==> src/rtl/spi_regs_pkg.sv <==
package spi_regs_pkg;
  localparam int ADDR_W    = 7;
  localparam int DATA_W    = 8;
  localparam int NUM_REGS  = 5;
  localparam int MEAS_W    = 5;
  localparam int MEAS_MAX  = 25;
  localparam int MEAS_REG  = 3;
  localparam int MEAS_LSB  = DATA_W - MEAS_W;

  // Power-on value of each register location
  function automatic logic [DATA_W-1:0] reset_value(input int idx);
    case (idx)
      1:       return 8'h64;  // swing 3'b011, offset 3'b001
      default: return '0;
    endcase
  endfunction

  // Limit a raw measurement to the legal range
  function automatic logic [MEAS_W-1:0] clamp_meas(input logic [MEAS_W-1:0] raw);
    if (int'(raw) > MEAS_MAX) return MEAS_W'(MEAS_MAX);
    return raw;
  endfunction
endpackage

==> src/rtl/spi_pin_sync.sv <==
module spi_pin_sync #(
  parameter int STAGES = 2
) (
  input  logic clk,
  input  logic rst_n,
  input  logic sck_i,
  input  logic ss_n_i,
  input  logic mosi_i,
  output logic sck_rise,
  output logic sck_fall,
  output logic ss_act,
  output logic mosi_s
);
  logic [STAGES:0]   sck_sh;
  logic [STAGES-1:0] ss_sh;
  logic [STAGES-1:0] mosi_sh;

  always_ff @(posedge clk or negedge rst_n) begin
    if (!rst_n) begin
      sck_sh  <= '0;
      ss_sh   <= '1;
      mosi_sh <= '0;
    end else begin
      sck_sh  <= {sck_sh[STAGES-1:0], sck_i};
      ss_sh   <= {ss_sh[STAGES-2:0], ss_n_i};
      mosi_sh <= {mosi_sh[STAGES-2:0], mosi_i};
    end
  end

  assign sck_rise = sck_sh[STAGES-1] & ~sck_sh[STAGES];
  assign sck_fall = ~sck_sh[STAGES-1] & sck_sh[STAGES];
  assign ss_act   = ~ss_sh[STAGES-1];
  assign mosi_s   = mosi_sh[STAGES-1];
endmodule

==> src/rtl/spi_frame_ctl.sv <==
module spi_frame_ctl #(
  parameter int ADDR_W = 7,
  parameter int DATA_W = 8
) (
  input  logic              clk,
  input  logic              rst_n,
  input  logic              sck_rise,
  input  logic              sck_fall,
  input  logic              ss_act,
  input  logic              mosi_s,
  input  logic [DATA_W-1:0] rd_data,
  output logic [ADDR_W-1:0] frame_addr,
  output logic              wr_en,
  output logic [DATA_W-1:0] wr_data,
  output logic              rd_mode,
  output logic              rd_load,
  output logic              frame_abort,
  output logic              miso_q,
  output logic              miso_oe
);
  localparam int HDR   = 1 + ADDR_W;
  localparam int FRAME = HDR + DATA_W;
  localparam int CNT_W = $clog2(FRAME + 1);
  localparam int SH_W  = (HDR > DATA_W) ? HDR : DATA_W;

  logic [CNT_W-1:0]  cnt;
  logic [SH_W-2:0]   shreg;
  logic [SH_W-1:0]   next_sh;
  logic [DATA_W-1:0] tx;
  logic              hdr_done;
  logic              data_done;
  logic              tx_slot;

  assign next_sh     = {shreg, mosi_s};
  assign hdr_done    = sck_rise && (cnt == CNT_W'(HDR - 1));
  assign data_done   = sck_rise && (cnt == CNT_W'(FRAME - 1)) && !rd_mode;
  assign tx_slot     = sck_fall && rd_mode && (cnt >= CNT_W'(HDR)) && (cnt < CNT_W'(FRAME));
  assign frame_abort = !ss_act && (cnt != '0) && (cnt < CNT_W'(FRAME));

  always_ff @(posedge clk or negedge rst_n) begin
    if (!rst_n) begin
      cnt        <= '0;
      shreg      <= '0;
      tx         <= '0;
      frame_addr <= '0;
      wr_en      <= 1'b0;
      wr_data    <= '0;
      rd_mode    <= 1'b0;
      rd_load    <= 1'b0;
      miso_q     <= 1'b0;
      miso_oe    <= 1'b0;
    end else begin
      wr_en   <= 1'b0;
      rd_load <= 1'b0;
      if (!ss_act) begin
        cnt     <= '0;
        rd_mode <= 1'b0;
        miso_oe <= 1'b0;
      end else begin
        if (sck_rise && (cnt < CNT_W'(FRAME))) begin
          shreg <= next_sh[SH_W-2:0];
          cnt   <= cnt + 1'b1;
        end
        if (hdr_done) begin
          rd_mode    <= next_sh[HDR-1];
          frame_addr <= next_sh[ADDR_W-1:0];
          rd_load    <= next_sh[HDR-1];
        end
        if (data_done) begin
          wr_en   <= 1'b1;
          wr_data <= next_sh[DATA_W-1:0];
        end
        if (rd_load) tx <= rd_data;
        else if (tx_slot) begin
          miso_q  <= tx[DATA_W-1];
          tx      <= {tx[DATA_W-2:0], 1'b0};
          miso_oe <= 1'b1;
        end
      end
    end
  end
endmodule

==> src/rtl/spi_reg_bank.sv <==
module spi_reg_bank
  import spi_regs_pkg::*;
(
  input  logic              clk,
  input  logic              rst_n,
  input  logic              wr_en,
  input  logic [ADDR_W-1:0] addr,
  input  logic [DATA_W-1:0] wr_data,
  input  logic [MEAS_W-1:0] meas_in,
  output logic [DATA_W-1:0] rd_data,
  output logic [MEAS_W-1:0] meas_view,
  output logic [DATA_W-1:0] mode_reg,
  output logic [2:0]        drv_swing,
  output logic [2:0]        drv_offset,
  output logic              amp_coarse,
  output logic [3:0]        amp_fine,
  output logic [DATA_W-1:0] aux_reg
);
  logic [DATA_W-1:0] store [NUM_REGS];
  logic [DATA_W-1:0] view  [NUM_REGS];

  assign meas_view = clamp_meas(meas_in);

  for (genvar g = 0; g < NUM_REGS; g++) begin : g_reg
    if (g == MEAS_REG) begin : g_meas
      logic [MEAS_LSB-1:0] low_q;
      always_ff @(posedge clk or negedge rst_n) begin
        if (!rst_n) low_q <= reset_value(g) >> 0;
        else if (wr_en && addr == ADDR_W'(g)) low_q <= wr_data[MEAS_LSB-1:0];
      end
      assign store[g] = {{MEAS_W{1'b0}}, low_q};
      assign view[g]  = {meas_view, low_q};
    end else begin : g_rw
      logic [DATA_W-1:0] q;
      always_ff @(posedge clk or negedge rst_n) begin
        if (!rst_n) q <= reset_value(g);
        else if (wr_en && addr == ADDR_W'(g)) q <= wr_data;
      end
      assign store[g] = q;
      assign view[g]  = q;
    end
  end

  always_comb begin
    rd_data = '0;
    for (int i = 0; i < NUM_REGS; i++)
      if (addr == ADDR_W'(i)) rd_data = view[i];
  end

  assign mode_reg   = store[0];
  assign drv_swing  = store[1][7:5];
  assign drv_offset = store[1][4:2];
  assign amp_coarse = store[2][7];
  assign amp_fine   = store[2][6:3];
  assign aux_reg    = store[4];

  logic unused_ok;
  assign unused_ok = ^{store[1][1:0], store[2][2:0], store[3]};
endmodule

==> src/rtl/spi_reg_slave.sv <==
module spi_reg_slave
  import spi_regs_pkg::*;
#(
  parameter int SYNC_STAGES = 2
) (
  input  logic              clk,
  input  logic              rst_n,
  input  logic              spi_sck,
  input  logic              spi_ss_n,
  input  logic              spi_mosi,
  output logic              spi_miso,
  output logic              spi_miso_oe,
  input  logic [MEAS_W-1:0] meas_in,
  output logic [DATA_W-1:0] mode_reg,
  output logic              ext_reach_en,
  output logic [2:0]        drv_swing,
  output logic [2:0]        drv_offset,
  output logic              amp_coarse,
  output logic [3:0]        amp_fine,
  output logic [DATA_W-1:0] aux_reg
);
  logic              sck_rise, sck_fall, ss_act, mosi_s;
  logic [ADDR_W-1:0] frame_addr;
  logic              wr_en, rd_mode, rd_load, frame_abort;
  logic [DATA_W-1:0] wr_data, rd_data;
  logic [MEAS_W-1:0] meas_view;

  spi_pin_sync #(.STAGES(SYNC_STAGES)) u_sync (
    .clk(clk), .rst_n(rst_n), .sck_i(spi_sck), .ss_n_i(spi_ss_n), .mosi_i(spi_mosi),
    .sck_rise(sck_rise), .sck_fall(sck_fall), .ss_act(ss_act), .mosi_s(mosi_s)
  );

  spi_frame_ctl #(.ADDR_W(ADDR_W), .DATA_W(DATA_W)) u_frame (
    .clk(clk), .rst_n(rst_n), .sck_rise(sck_rise), .sck_fall(sck_fall),
    .ss_act(ss_act), .mosi_s(mosi_s), .rd_data(rd_data), .frame_addr(frame_addr),
    .wr_en(wr_en), .wr_data(wr_data), .rd_mode(rd_mode), .rd_load(rd_load),
    .frame_abort(frame_abort), .miso_q(spi_miso), .miso_oe(spi_miso_oe)
  );

  spi_reg_bank u_bank (
    .clk(clk), .rst_n(rst_n), .wr_en(wr_en), .addr(frame_addr), .wr_data(wr_data),
    .meas_in(meas_in), .rd_data(rd_data), .meas_view(meas_view), .mode_reg(mode_reg),
    .drv_swing(drv_swing), .drv_offset(drv_offset), .amp_coarse(amp_coarse),
    .amp_fine(amp_fine), .aux_reg(aux_reg)
  );

  assign ext_reach_en = mode_reg[2];
endmodule

==> config.mk <==
export PLATFORM = sky130hd
export DESIGN_NAME = spi_reg_slave
export DESIGN_NICKNAME = d
export VERILOG_FILES = /design/src/rtl/spi_regs_pkg.sv /design/src/rtl/spi_pin_sync.sv /design/src/rtl/spi_frame_ctl.sv /design/src/rtl/spi_reg_bank.sv /design/src/rtl/spi_reg_slave.sv
export SDC_FILE = /design/constraint.sdc
export NUM_CORES = 1
export LEC_CHECK = 0
export BUFFER_PORTS_ARGS = -buffer_cell sky130_fd_sc_hd__buf_2
export CORE_MARGIN = 8
export CORE_UTILIZATION = 60
export DETAILED_ROUTE_END_ITERATION = 10
export PLACE_DENSITY = 0.86
export SKIP_LAST_GASP = 1
export SLEW_MARGIN = 20
export SYNTH_ARGS = -nofsm -noshare
export SYNTH_HDL_FRONTEND = slang
export SYNTH_SLANG_ARGS = --single-unit
==> constraint.sdc <==
create_clock -name clk -period 5 [get_ports clk]
set_input_delay 1 -clock clk [delete_from_list [all_inputs] [get_ports clk]]
set_output_delay 1 -clock clk [all_outputs]
set_load 0.02 [all_outputs]
Word level (Yosys, flattened, before mapping)
Cells that the tools add are included.

storage, ports and cells
  flip-flop bits (word level) = 82
  bits in latches = 0
  memory bits (writable) = 0
  ROM bits = 0
  input port bits = 10
  output and inout port bits = 30
  logic and storage cells = 80
  memories kept = 0

operators by class
  $add $sub $neg = 1
  $mul = 0
  div/mod/pow operators = 0
  order comparisons = 3
  eq/ne operators = 7
  shift-type cells = 0
  muxes and demuxes = 21
  bitwise operators = 6
  reduce and logical (&&, ||, !) cells = 24

operators with widths
  operator               count
  $mux W8                7
  $mux W5                4
  $eq A7 B2 Y1 const B   2
  $logic_and A1 B1 Y1    12
  $mux W1                10
  $reduce_and A2 Y1      5
  $reduce_bool A2 Y1     4
  $eq A7 B1 Y1 const B   1
  $eq A7 B3 Y1 const B   1
  $logic_not A7 Y1       1
  $add A5 B1 Y5 const B  1
  $eq A5 B3 Y1 const B   1
  $eq A5 B4 Y1 const B   1
  $ge A5 B4 Y1 const B   1
  $gt A5 B5 Y1 const B   1
  $lt A5 B5 Y1 const B   1
  $not A1 Y1             4
  $reduce_and A3 Y1      1
  $and A1 B1 Y1          2
  $ne A2 B2 Y1 const B   1
  $logic_not A1 Y1       1

Logic depth before layout (Yosys ltp)
Gate-level depths: netlist of run 1.

  depth after elaboration = 8
  mapped depth = 6
  gate-level depth less buffers = 6

Hierarchy
A second synthesis of run 1 with hierarchy kept.

second synthesis, totals
  cell total of the unflattened synthesis = 281
  area, all modules = 3,784.9 um^2

by module, submodules not included
  module         times used  cells an instance  area each (um^2)  seq. area each (um^2)
  spi_reg_bank   1           133                1,814.2           879.6
  spi_frame_ctl  1           137                1,766.7           1,001.0
  spi_pin_sync   1           10                 196.4             177.7
  spi_reg_slave  1           1                  7.5               0.0

Least setup slack after synthesis of run 1
No wires, ideal clock.

  path kind = register -> register
  from = register u_frame.cnt[0]
  to = register u_frame.wr_data[0]
  library setup time = 0.125 ns
  arrival = 1.616 ns
  required time = 4.875 ns
  path slack = 3.259 ns
  stages on the path, launching flop included = 6
  path buffers = 0
  clock period less this slack = 1.741 ns
  path through = dfrtp_1 -> ha_1 -> and3_1 -> ha_1 -> nor4b_4 -> mux2_2

on the way
  longest elaborated chain between the ends = 4

ends and longest elaborated chain
  element                            line                 text
  start: declaration                 spi_frame_ctl.sv:26  logic [CNT_W-1:0] cnt;
  start signal: assignment           spi_frame_ctl.sv:62  cnt <= cnt + 1'b1;
  $eq A5 B4 Y1                       spi_frame_ctl.sv:36  assign data_done = sck_rise && (cnt == CNT_W'(FRAME - 1)) && !rd_mode;
  $logic_and A1 B1 Y1 (2 in series)  spi_frame_ctl.sv:36
  $reduce_and A2 Y1 (no line)        -
  end signal: assignment             spi_frame_ctl.sv:71  wr_data <= next_sh[DATA_W-1:0];
  end: declaration                   spi_frame_ctl.sv:14  output logic [DATA_W-1:0] wr_data,

No other way between the ends.
A chain may end at the register's enable or synchronous reset.

Worst setup path in the final report of run 1
  from = register u_frame.frame_addr[0]
  to = register u_bank.g_reg[4].g_rw.q[4], in the netlist u_bank.aux_reg[4]

on the way
  longest elaborated chain between the ends = 2

ends and longest elaborated chain
  element                   line                 text
  start: declaration        spi_frame_ctl.sv:12  output logic [ADDR_W-1:0] frame_addr,
  start signal: assignment  spi_frame_ctl.sv:66  frame_addr <= next_sh[ADDR_W-1:0];
  $eq A7 B3 Y1              spi_reg_bank.sv:37   else if (wr_en && addr == ADDR_W'(g)) q <= wr_data;
  $logic_and A1 B1 Y1       spi_reg_bank.sv:37
  end signal: assignment    spi_reg_bank.sv:36   if (!rst_n) q <= reset_value(g);
  end signal: assignment    spi_reg_bank.sv:37
  end: declaration          spi_reg_bank.sv:34   logic [DATA_W-1:0] q;

No other way between the ends.

==> results_dict.tcl, run 1 <==
set metrics [dict create \
    cts_buffers 9 \
    cts_resized 0 \
    worstPathMaxFanout 24 \
    hp-class "flip-flop to flip-flop" \
    largest_register_ffs 16 \
    setup_tns_ns 0 \
    crit_slowest_cell "dfrtp_1" \
    tightest_slew_ns 0.990 \
    instances_no_fill 383 \
    ctsHoldBuffers 0 \
    wire_per_inst_um 19.6 \
    antenna_found_initial 0 \
    relSlewSlack 0.340 \
    diodes 0 \
    num_io_pins 40 \
    synth_seq_cells 82 \
    ys_seq_area_frac 0.554 \
    power_per_cell_area_nw_per_um2 307 \
    area_delta_synth_final_pct 9.70 \
    ys_top_cells_by_count "dfrtp_1 (77), mux2_2 (58), buf_4 (12), o21ai_0 (12), nor2_1 (11)" \
    clock_skew_ns 0.00954 \
    fin_crit_sh 0.457 \
    grt_usage 0.176 \
    fp-row-count 28 \
    cts.htree.levels 3 \
    yosysWarnings 0 \
    slowest_delay_ns 0.75 \
    min_period_ns 2.28 \
    viasPerCell 6.04 \
    worstSetupEndpointType "flip-flop" \
    nets 316 \
    path_clk_slew_ns 0.09 \
    synthArstFlopShare 1.00 \
    cap_violations 0 \
    p_clk_frac 0.388 \
    finalSetupViolations 0 \
    core_area_sq_um 5960 \
    postRouteAntennaNets 0 \
    die_h_um 94.7 \
    cp.required_ns 5.24 \
    finalHoldViolCount 0 \
    cp_data_arrival_time_ns 2.53 \
    synth_area_leaders "dfrtp_1 (52%), mux2_2 (18%), dfstp_2 (3.5%)" \
    critPathKind "flip-flop to flip-flop" \
    combPwrFrac 0.038 \
    totalWireLength_mm 7.50 \
    syn_inst 276 \
    swShare 0.232 \
    first_iter_violations 180 \
    synth_top_area_share 0.519 \
    layout-drive-gt1-share 0.419 \
    status "completed" \
    dp_cells 367 \
    overflow 0 \
    worstSetupStartpointType "flip-flop" \
    pwr-share-seq 0.573 \
    regMostFlops "u_bank.g.g_rw.q" \
    fmax_mhz 438 \
    path_cells "nor3b_2, nand3_2, mux2_2" \
    power.total_mw 1.25 \
    grt_pass1_wl_mm 11.9 \
    cts_root_buf "clkbuf_8" \
    yosysTopAreaCell "dfrtp_1" \
    final_util 0.684 \
    cts-root-to-sink-buffers 2 \
    slew_violations 0 \
    synth_ff_type "dfrtp_1" \
    synth.most_common_cell "dfrtp_1" \
    synth_cell_types 46 \
    place_hpwl_mm 5.12 \
    die-area_sq_um 8960 \
    clk_latency_ns 0.35 \
    synth_fp_nets 289 \
    initial_core_util 0.624 \
    cts_tree "yes" \
    firstDrtPassIters 4 \
    cts_setup_buffers 0 \
    grt_max_degree 83 \
    clock-sinks 82 \
    syn_area_sq_um 3710 \
    die_x_um 94.7 \
    gp_congestion 0.879 \
    placement.io_buffers 39 \
    p_int_uw 960 \
    grt_pass1_vias 2277 \
    p_leak_nw 2.04 \
    num_vias 2313 \
    synth_area_per_cell_sq_um 13.5 \
    finalInstanceArea_sq_um 4070 \
    synth-edff-count 0 \
    irDropWorstVdd_mv 0.230 \
    rsz0062_at_grt "no" \
    route.detailed.drc 0 \
    p_sw_uw 289 \
    dpl-instance-area_sq_um 3870 \
]
-- cells by family after synthesis --
family,count (synthesis),share of synthesized area
adder cells (fa/ha/maj),3,0.0101
flip-flops,82,0.554
multiplexers,69,0.209
XOR/XNOR,3,0.00708
buffers and inverters,29,0.0431
AND/OR/NAND/NOR,51,0.105
AO/OA/AOI/OAI,39,0.0718
-- worst paths after layout --
path                       slack [ns]                end  cells after the start             startpoint
hold reg to reg                  0.36  u_sync.mosi_sh[1]                      0      u_sync.mosi_sh[0]
max in group asynchronous        3.81      u_frame.tx[3]                      1                  rst_n
min in group asynchronous        0.64   u_frame.shreg[2]                      1                  rst_n
setup reg to reg                 2.72  u_bank.aux_reg[4]                      3  u_frame.frame_addr[0]
setup / recovery                 2.72  u_bank.aux_reg[4]                      3  u_frame.frame_addr[0]
hold / removal                   0.36  u_sync.mosi_sh[1]                      0      u_sync.mosi_sh[0]
-- critical path: cells and delay by family, from the launching register on --
family	cells	cell delay, ns
DFF	1	0.75
and+or+nand+nor	2	1.04
muxes	1	0.37
-- per-layer routing --
| metal | up-vias | global-route usage | part of all wire |
|---|---|---|---|
| met5 | - | 0 | 0 |
| met4 | 0 | 0.0988 | 0.023 |
| met3 | 18 | 0.0389 | 0.065 |
| met2 | 89 | 0.263 | 0.47 |
| met1 | 1157 | 0.234 | 0.44 |
| li1 | 1049 | - | - |
-- area by class of cell --
type / instances / area (sq um)
clock buffer: 10 / 138
clock inverter: 6 / 65.1
fill: 424 / 1880
inverter: 6 / 22.5
multi-input combinational: 165 / 1500
sequential: 82 / 2060
tap: 75 / 93.8
timing repair buffer: 39 / 201
-- power by group through the flow --
stage	registers [mW]	clock network (mW)	logic [mW]
2_1_floorplan	0.719	0	0.0292
3_3_place_gp	0.728	0	0.0461
3_5_place_dp	0.730	0	0.0495
4_1_cts	0.717	0.496	0.0495
5_1_grt	0.722	0.522	0.0553
6_report	0.716	0.485	0.0479
-- cells in the final DEF, fill, tap and decap left out, drive strengths merged, types with 4 or more instances in the layout --
master and count:
mux2 58, o21ai 12, dfstp 5, a2bb2oi 7, dfrtp 77, nand2 6
nor3 5, nor2 11, clkbuf 10, a21oi 5, o2bb2ai 4, mux2i 10
nand3b 6, nand2b 5, inv 7, buf 39
-- stage by stage --
| step | hold WS [ns] | setup WS (ns) |
|---|---|---|
| 6_report | 0.356 | 2.72 |
| 5_1_grt | 0.365 | 2.59 |
| 3_5_place_dp | 0.343 | 2.79 |
| 4_1_cts | 0.360 | 2.73 |
| 2_1_floorplan | 0.331 | 3.26 |
| 3_3_place_gp | 0.335 | 2.84 |
No activity file was read; power rests on OpenSTA's default activity.
==> inputs of run 2 (changes only) <==
--- a/config.mk
+++ b/config.mk
@@ -7,9 +7,9 @@
 export LEC_CHECK = 0
 export BUFFER_PORTS_ARGS = -buffer_cell sky130_fd_sc_hd__buf_2
 export CORE_MARGIN = 8
-export CORE_UTILIZATION = 60
+export CORE_UTILIZATION = 52
 export DETAILED_ROUTE_END_ITERATION = 10
-export PLACE_DENSITY = 0.86
+export PLACE_DENSITY = 0.8
 export SKIP_LAST_GASP = 1
 export SLEW_MARGIN = 20
 export SYNTH_ARGS = -nofsm -noshare
==> constraint.sdc (replaced) <==
create_clock -name clk -period 1.95 [get_ports clk]
set_input_delay 0.39 -clock clk [delete_from_list [all_inputs] [get_ports clk]]
set_output_delay 0.39 -clock clk [all_outputs]
set_load 0.02 [all_outputs]
==> results_dict.tcl, run 2 (same netlist as run 1, synthesis figures left out) <==
set metrics [dict create \
    clock_skew_ns 0.0112 \
    cts_resized 0 \
    fmax_mhz 566 \
    worstRegToRegCells 4 \
    place_hpwl_mm 5.42 \
    cts.htree.levels 3 \
    reg2reg_slack_ns 0.18 \
    cts_tree "yes" \
    regMostFlops "u_bank.g.g_rw.q" \
    core_area_sq_um 7100 \
    die_x_um 101 \
    fin_crit_sh 0.906 \
    cts-root-to-sink-buffers 2 \
    layout_commonest_cell "dfrtp_1" \
    setup_tns_ns 0 \
    worstSetupStartpointType "flip-flop" \
    slew_violations 0 \
    largest_register_ffs 16 \
    route.detailed.drc 0 \
    worstReg2RegStart "u_frame.frame_addr[3]" \
    rsz0062_at_grt "no" \
    holdPathStages 1 \
    final_util 0.594 \
    grt_max_degree 38 \
    num_io_pins 40 \
    placement.io_buffers 39 \
    die-area_sq_um 10100 \
    clock-sinks 82 \
    power.total_mw 3.26 \
    path_clk_slew_ns 0.08 \
    p_leak_nw 2.11 \
    irDropWorstVdd_mv 0.376 \
    cap_violations 0 \
    cp_data_arrival_time_ns 2.00 \
    num_vias 2319 \
    wire_per_inst_um 18.0 \
    critPathKind "flip-flop to flip-flop" \
    initial_core_util 0.523 \
    finalSetupViolations 0 \
    regToRegEndpoint "u_bank.g_reg[3].g_meas.low_q[2]" \
    finalInstanceArea_sq_um 4210 \
    dpl-instance-area_sq_um 4000 \
    worstSetupEndpointType "flip-flop" \
    firstDrtPassIters 4 \
    viasPerCell 5.52 \
    diodes 0 \
    antenna_found_initial 0 \
    grt_usage 0.162 \
    worstPathMaxFanout 4 \
    totalWireLength_mm 7.56 \
    nets 329 \
    die_h_um 101 \
    hp-class "primary input to flip-flop" \
    fill_cells 561 \
    relSlewSlack 0.649 \
    gp_congestion 0.849 \
    power_per_cell_area_nw_per_um2 773 \
    whs_endpoint "u_sync.ss_sh[0]" \
    instances_no_fill 420 \
    finalHoldViolCount 0 \
    cts_root_buf "clkbuf_8" \
    cts_buffers 9 \
    grt_pass1_wl_mm 12.6 \
    grt_pass1_vias 2411 \
    clk_latency_ns 0.34 \
    hp-start "spi_ss_n" \
    postRouteAntennaNets 0 \
    min_period_ns 1.77 \
    mostFrequentLayoutCells "dfrtp_1 (77), mux2_2 (58), buf_2 (38), o21ai_0 (12), buf_4 (12)" \
    overflow 0 \
    area_delta_synth_final_pct 13.5 \
    tightest_slew_ns 0.526 \
    status "completed" \
    layout-drive-gt1-share 0.427 \
    cp.required_ns 2.18 \
    first_iter_violations 82 \
    fp-row-count 31 \
    dp_cells 403 \
    cts_setup_buffers 0 \
]
==> run 2: power by group <==
part	switching [mW]	leakage [nW]	internal (mW)
Sequential	0.0737	1.10	1.77
Clock	0.560	0.102	0.722
Combinational	0.0616	0.901	0.0695
==> run 2: metal layers <==
layer / track usage / routed length, um
met1: 0.208 / 3350
met2: 0.255 / 3730
met3: 0.0483 / 390
met4: 0.0535 / 94
met5: 0 / 0
==> run 2: stage by stage <==
step	setup slack (ns)	hold slack, ns
6_report	0.183	0.143
5_1_grt	0.0765	0.110
4_1_cts	0.170	0.126
3_5_place_dp	0.190	0.338
3_3_place_gp	0.222	0.333
2_1_floorplan	0.209	0.0944
==> run 2: final cells by class <==
class                   count  area, sq um  share of cell area
clock buffers              13          139              0.0330
flip-flops and latches     82         2060               0.488
clock inverters             3         65.1              0.0154
inverters                   6         22.5             0.00534
multi-input cells         165         1500               0.355
well taps                  99          124              0.0294
repair buffers             52          310              0.0736
==> run 2: what timing repair did <==
item | in CTS | in global routing
hold buffers | 1 | 0
setup endpoints to repair | 0 | 0
hold endpoints to repair | 26 | 0
==> run 2: worst max-delay path by stage <==
stage	from	cells past startpoint	to	slack, ns
final	u_frame.frame_addr[3]	4	u_bank.g_reg[3].g_meas.low_q[2]	0.18
after detailed placement	u_frame.frame_addr[3]	4	u_bank.g_reg[3].g_meas.low_q[2]	0.19
after floorplan	u_frame.cnt[0]	5	u_frame.wr_data[0]	0.21
after CTS	u_frame.frame_addr[3]	4	u_bank.g_reg[3].g_meas.low_q[2]	0.17
after global placement	u_frame.frame_addr[3]	4	u_bank.g_reg[3].g_meas.low_q[0]	0.22
after global routing	u_frame.cnt[0]	6	u_frame.wr_data[7]	0.08
==> run 2: critical path, cell delays in order (launching register included) <==
cell and delay, ns:
dfrtp_1 0.41, nor4_4 0.28, and3_1 0.35, and3_1 0.27
mux2_2 0.35
